===== config.mk =====
export PLATFORM = sky130hd
export DESIGN_NAME = dpsk_bitdec
export DESIGN_NICKNAME = d
export VERILOG_FILES = /design/src/rtl/dpsk_dec_pkg.sv /design/src/rtl/dpsk_phase_diff.sv /design/src/rtl/dpsk_bit_serializer.sv /design/src/rtl/dpsk_descrambler.sv /design/src/rtl/dpsk_bitdec.sv
export SDC_FILE = /design/constraint.sdc
export NUM_CORES = 1
export LEC_CHECK = 0
export ABC_AREA = 1
export CORE_MARGIN = 2
export CORE_UTILIZATION = 46
export CTS_CLUSTER_SIZE = 20
export DETAILED_ROUTE_END_ITERATION = 8
export GPL_TIMING_DRIVEN = 0
export PLACE_DENSITY = 0.78
export SETUP_SLACK_MARGIN = 0.02
export SLEW_MARGIN = 20
export SYNTH_ARGS = -nofsm -noshare
export SYNTH_HDL_FRONTEND = slang
export SYNTH_SLANG_ARGS = --single-unit

===== constraint.sdc =====
create_clock -name clk -period 1.75 [get_ports clk]
set_input_delay 0.35 -clock clk [delete_from_list [all_inputs] [get_ports clk]]
set_output_delay 0.35 -clock clk [all_outputs]
set_load 0.01 [all_outputs]

===== src/rtl/dpsk_dec_pkg.sv =====
package dpsk_dec_pkg;
  localparam int QUAD_W = 2;
  typedef logic [QUAD_W-1:0] quad_t;

  // Map phase change in quadrants to bit pair {first, second}
  function automatic logic [1:0] quad_to_pair(input quad_t d);
    logic [1:0] p;
    case (d)
      2'd0:    p = 2'b00;
      2'd1:    p = 2'b01;
      2'd2:    p = 2'b11;
      default: p = 2'b10;
    endcase
    return p;
  endfunction
endpackage


===== src/rtl/dpsk_phase_diff.sv =====
module dpsk_phase_diff
  import dpsk_dec_pkg::*;
(
  input  logic       clk,
  input  logic       rst_n,
  input  logic       take,
  input  quad_t      phase,
  input  logic       quat,
  input  logic       rev,
  output logic [1:0] nbits,
  output logic [1:0] bits
);
  quad_t ref_q;
  logic  primed;
  quad_t delta_raw, delta;

  always_comb begin
    delta_raw = phase - ref_q;
    delta     = rev ? quad_t'(2'd0 - delta_raw) : delta_raw;
    if (!primed) begin
      nbits = 2'd0;
      bits  = 2'b00;
    end else if (quat) begin
      nbits = 2'd2;
      bits  = quad_to_pair(delta);
    end else begin
      nbits = 2'd1;
      bits  = {delta[1], 1'b0};
    end
  end

  always_ff @(posedge clk) begin
    if (!rst_n) begin
      ref_q  <= '0;
      primed <= 1'b0;
    end else if (take) begin
      ref_q  <= phase;
      primed <= 1'b1;
    end
  end

  AST_FIRST_PRIMES: assert property (@(posedge clk) disable iff (!rst_n)
    (take && !primed) |=> primed);
endmodule


===== src/rtl/dpsk_bit_serializer.sv =====
module dpsk_bit_serializer (
  input  logic       clk,
  input  logic       rst_n,
  input  logic       push,
  input  logic [1:0] nbits,
  input  logic [1:0] bits,
  output logic       can_push,
  output logic       out_valid,
  input  logic       out_ready,
  output logic       head
);
  logic [1:0] cnt;
  logic [1:0] pend;
  logic       pop;

  assign out_valid = (cnt != 2'd0);
  assign head      = pend[1];
  assign pop       = out_valid && out_ready;
  assign can_push  = (cnt == 2'd0) || (cnt == 2'd1 && out_ready);

  always_ff @(posedge clk) begin
    if (!rst_n) begin
      cnt  <= 2'd0;
      pend <= 2'b00;
    end else if (push) begin
      cnt  <= nbits;
      pend <= bits;
    end else if (pop) begin
      cnt  <= cnt - 2'd1;
      pend <= {pend[0], 1'b0};
    end
  end

  AST_OUT_HOLD: assert property (@(posedge clk) disable iff (!rst_n)
    (out_valid && !out_ready) |=> (out_valid && $stable(head)));
  AST_FULL_BLOCKS: assert property (@(posedge clk) disable iff (!rst_n)
    (cnt == 2'd2) |-> !can_push);
  AST_BIN_ONE: assert property (@(posedge clk) disable iff (!rst_n)
    (push && nbits == 2'd1) |=> (cnt == 2'd1));
  AST_PAIR_SECOND: assert property (@(posedge clk) disable iff (!rst_n)
    (pop && cnt == 2'd2) |=> out_valid);
endmodule


===== src/rtl/dpsk_descrambler.sv =====
module dpsk_descrambler #(
  parameter int SR_LEN   = 7,
  parameter int TAP_NEAR = 4
) (
  input  logic clk,
  input  logic rst_n,
  input  logic adv,
  input  logic raw,
  output logic clear
);
  localparam int NEAR_IX = TAP_NEAR - 1;
  localparam int FAR_IX  = SR_LEN - 1;

  logic [SR_LEN-1:0] hist;

  assign clear = raw ^ hist[NEAR_IX] ^ hist[FAR_IX];

  always_ff @(posedge clk) begin
    if (!rst_n) hist <= '0;
    else if (adv) hist <= {hist[SR_LEN-2:0], raw};
  end

  AST_SR_ADV: assert property (@(posedge clk) disable iff (!rst_n)
    adv |=> (hist[0] == $past(raw)));
  AST_SR_HOLD: assert property (@(posedge clk) disable iff (!rst_n)
    !adv |=> $stable(hist));
endmodule


===== src/rtl/dpsk_bitdec.sv =====
module dpsk_bitdec
  import dpsk_dec_pkg::*;
#(
  parameter int SR_LEN   = 7,
  parameter int TAP_NEAR = 4
) (
  input  logic       clk,
  input  logic       rst_n,
  input  logic       sym_valid,
  output logic       sym_ready,
  input  logic [1:0] sym_phase,
  input  logic       mode_quat,
  input  logic       rot_rev,
  output logic       bit_valid,
  input  logic       bit_ready,
  output logic       bit_data
);
  logic       take, pop, raw;
  logic [1:0] nbits, bits;

  assign take = sym_valid && sym_ready;
  assign pop  = bit_valid && bit_ready;

  dpsk_phase_diff u_diff (
    .clk(clk), .rst_n(rst_n), .take(take), .phase(sym_phase),
    .quat(mode_quat), .rev(rot_rev), .nbits(nbits), .bits(bits)
  );

  dpsk_bit_serializer u_ser (
    .clk(clk), .rst_n(rst_n), .push(take), .nbits(nbits), .bits(bits),
    .can_push(sym_ready), .out_valid(bit_valid), .out_ready(bit_ready),
    .head(raw)
  );

  dpsk_descrambler #(.SR_LEN(SR_LEN), .TAP_NEAR(TAP_NEAR)) u_desc (
    .clk(clk), .rst_n(rst_n), .adv(pop), .raw(raw), .clear(bit_data)
  );

  AST_RESET_IDLE: assert property (@(posedge clk)
    !rst_n |=> (!bit_valid && sym_ready));
  AST_DATA_HOLD: assert property (@(posedge clk) disable iff (!rst_n)
    (bit_valid && !bit_ready) |=> $stable(bit_data));
endmodule


==> results <==
registers in the layout, summed over array words and instances (netlist names):
register and count:
u_ser.pend 2, u_ser.cnt 2, u_diff.primed 1, u_desc.hist 7, u_diff.ref_q 2
worst max-delay path by stage:
stage / startpoint / end
floorplan: sym_phase[0] / u_ser.pend[1]
global route: u_diff.ref_q[0] / u_ser.pend[1]
detailed placement: sym_phase[0] / u_ser.pend[1]
CTS: u_diff.ref_q[0] / u_ser.pend[1]
global placement: sym_phase[0] / u_ser.pend[1]
finish: u_diff.ref_q[0] / u_ser.pend[1]
cell families (layout without fill, tap and decap cells):
group,Yosys count,in the layout
DFF,14,14
adders and majority gates,5,5
AOI/OAI and AO/OA,16,16
and+or+nand+nor,48,48
buffers and inverters,16,32
xor gates and xnor gates,2,2
power by group through the flow:
stage | combinational, mW | sequential [mW] | clock, mW
after floorplan | 0.196 | 0.378 | 0
after global placement | 0.272 | 0.381 | 0
after detailed placement | 0.279 | 0.382 | 0
after CTS | 0.274 | 0.377 | 0.242
after global routing | 0.344 | 0.382 | 0.253
final | 0.302 | 0.378 | 0.233
cell usage in the layout, fill, tap and decap left out, types with 3 or more instances in the layout:
master and n:
nor2_1 22, dfxtp_1 12, inv_1 10, nand2_1 10
nand2_2 8, o21ai_0 8, clkdlybuf4s50_1 5, a21oi_1 4
ha_1 4, inv_4 3, inv_2 3, clkbuf_4 3
dlygate4sd2_1 3
layer usage:
metal,vias up,track usage
met5,-,0
met1,273,0.197
met3,4,0.0612
li1,353,-
met2,15,0.274
met4,0,0.0545
through the flow:
stage	worst slack (ns)	setup TNS (ns)
after CTS	0.00175	0
after global routing	-0.0726	-0.0726
after detailed placement	-0.583	-1.11
after floorplan	0.0401	0
after global placement	-0.527	-1.03
final	0.0112	0
critical path, stage by stage, from the launching register on:
cell,delay (ns)
dfxtp_2,0.34
ha_4,0.28
inv_4,0.05
nand2_2,0.05
nand2_2,0.06
nand2_2,0.07
nand2_2,0.05
nand2_2,0.06
inv_2,0.04
ha_1,0.16
nor2_1,0.11
nor3_1,0.06
nor2_1,0.10
nand2_1,0.07
nand2_1,0.08
a21oi_2,0.05
area by class of cell:
cell class | instances | area, µm² | area share
flip-flops and latches | 14 | 283 | 0.296
clock buffers | 4 | 36.3 | 0.0380
repair buffers | 12 | 114 | 0.119
well taps | 16 | 20.0 | 0.0210
multi-input cells | 71 | 434 | 0.455
inverters | 16 | 67.6 | 0.0708
repair_timing:
action | CTS | global route
hold buffers | 0 | 0
pin swaps | 6 | 10
resized for setup | 9 | 12
endpoints found under the setup margin | 5 | 3
setup buffers | 0 | 2
==> run_results.csv <==
group,metric,value,unit
logic_synthesis,ys_types,20,
worst_setup_path,start_kind,"flip-flop",
pwr,p_leak,0.426,nW
logic_synthesis,syn_inst,101,
pwr,seq_power_share,0.414,
worst_setup_path,regToRegSetupSlack,0.01,ns
sta,finalSetupViolations,0,
clocking,cts_buffer_depth,2,
layout,antenna_cells,0,
logic_synthesis,synth_fa_ha_area_frac,0.0849,
global_routing,grt_first_pass_wirelength,2300,µm
worst_setup_path,arrival,1.91,ns
sta,hold_viol_final,0,
routing,wl_met3,67,µm
job,maxCapViolCount,0,
run_status,status,"finished clean",
floorplanning,die_area,1940,µm²
global_routing,grt_max_degree,11,
logic_synthesis,yosysSeqAreaShare,0.380,
global_routing,grt_use_total,0.165,
placed_design,place_area,857,µm²
logic_synthesis,ys_seq_elements,14,
pwr,p_per_area,957,nW/µm²
routing,firstDrtPassIters,4,
floorplanning,fp.dieH,44.0,µm
sta,period_needed,1.74,ns
floorplanning,num_io_pins,11,
logic_synthesis,synth_compound_area_frac,0.122,
routing,drc,0,
layout,drive_gt1_frac,0.256,
routing,drt_iter0_markers,7,
logic_synthesis,syn_area,737,µm²
worst_setup_path,critPathMaxFanout,3,
clocking,cts_tree,"done",
logic_synthesis,synth_common_cells,"nor2_1 (22), nand2_1 (15), dfxtp_1 (14), inv_1 (13), o21ai_0 (8)",
routing,routed_wl,1370,µm
logic_synthesis,yosysTopAreaCell,"dfxtp_1",
global_routing,grt_overflow,0,
logic_synthesis,synthTopCellsByArea,"dfxtp_1 (38%), nor2_1 (11%), ha_1 (8.5%), nand2_1 (7.6%), inv_1 (6.6%)",
floorplanning,start_util,0.489,
routing,routedWlPerCell,10.3,µm
sta,drv_slew,0,
layout,fin_nets,131,
worst_setup_path,cp_data_required_time,1.92,ns
layout,final_area,955,µm²
sta,rsz0062_at_grt,"true",
worst_setup_path,regToRegEndpoint,"u_ser.pend[1]",
clocking,path_clk_slew,0.09,ns
worst_setup_path,critical_path_class,"flip-flop to flip-flop",
clocking,cts_sinks,14,
min_path,hp-class,"input port to flip-flop",
sta,slew_headroom,0.777,
pwr,p_sw_frac,0.328,
logic_synthesis,syn_nets,114,
clocking,clk_latency,0.28,ns
sta,worst_slew_pin_slew,0.333,ns
placed_design,placedCellCount,127,
logic_synthesis,synthMuxAreaShare,0,
routing,vias_per_cell,4.85,
sta,fmaxAchievable,575,MHz
routing,vias,645,
floorplanning,die_w,44.0,µm
global_routing,antenna_found_initial,0,
logic_synthesis,synth_top_flop_cell,"dfxtp_1",
placed_design,dpl.hpwl,945,µm
logic_synthesis,synth-async-reset-ratio,0,
layout,instances_no_fill,133,
sta,fin_crit_sh,0.994,
worst_setup_path,crit_path_end_kind,"flip-flop",
layout,area_growth,29.5,%
logic_synthesis,yosysMostFrequentCell,"nor2_1",
routing,met2_length,642,µm
global_routing,grt_pass1_vias,555,
logic_synthesis,yosysTopAreaCellShare,0.380,
placed_design,numPortBuffers,10,
min_path,hold_path_startpoint,"sym_phase[1]",
floorplanning,coreArea,1510,µm²
layout,final_util,0.634,
worst_setup_path,r2r-start,"u_diff.ref_q[0]",
pwr,p_clk_frac,0.255,
layout,num-fill-cells,137,
pwr,p_total,0.914,mW
routing,wl_met1,643,µm
logic_synthesis,synth-simple-area-share,0.301,
min_path,worst_hold_path.endpoint,"u_diff.ref_q[1]",
logic_synthesis,synth_top_family_by_area,"simple AND/OR/NAND/NOR gates",
pwr,power_switching,0.300,mW
sta,finClkSkew,0.00594,ns
sta,hold_slack,0.399,ns
clocking,cts-root-buf,"clkbuf_4",
placed_design,gp_congestion,0.742,
floorplanning,rows,14,
routing,highest_layer,"met4",
routing,final_antenna_net_count,0,
logic_synthesis,avgSynthCellArea,7.30,µm²
clocking,h-tree-depth,1,
pwr,p_int,0.614,mW
worst_setup_path,reg2reg_depth,15,
clocking,cts_buffers,3,
logic_synthesis,yosysWarningCount,0,
pwr,vdd_drop_max,0.432,mV
logic_synthesis,synth_edf_count,0,
pwr,power_frac_comb,0.331,
logic_synthesis,synthXorXnorAreaFrac,0.0238,
min_path,hold_depth,3,
(Power assumes the default switching activity.)
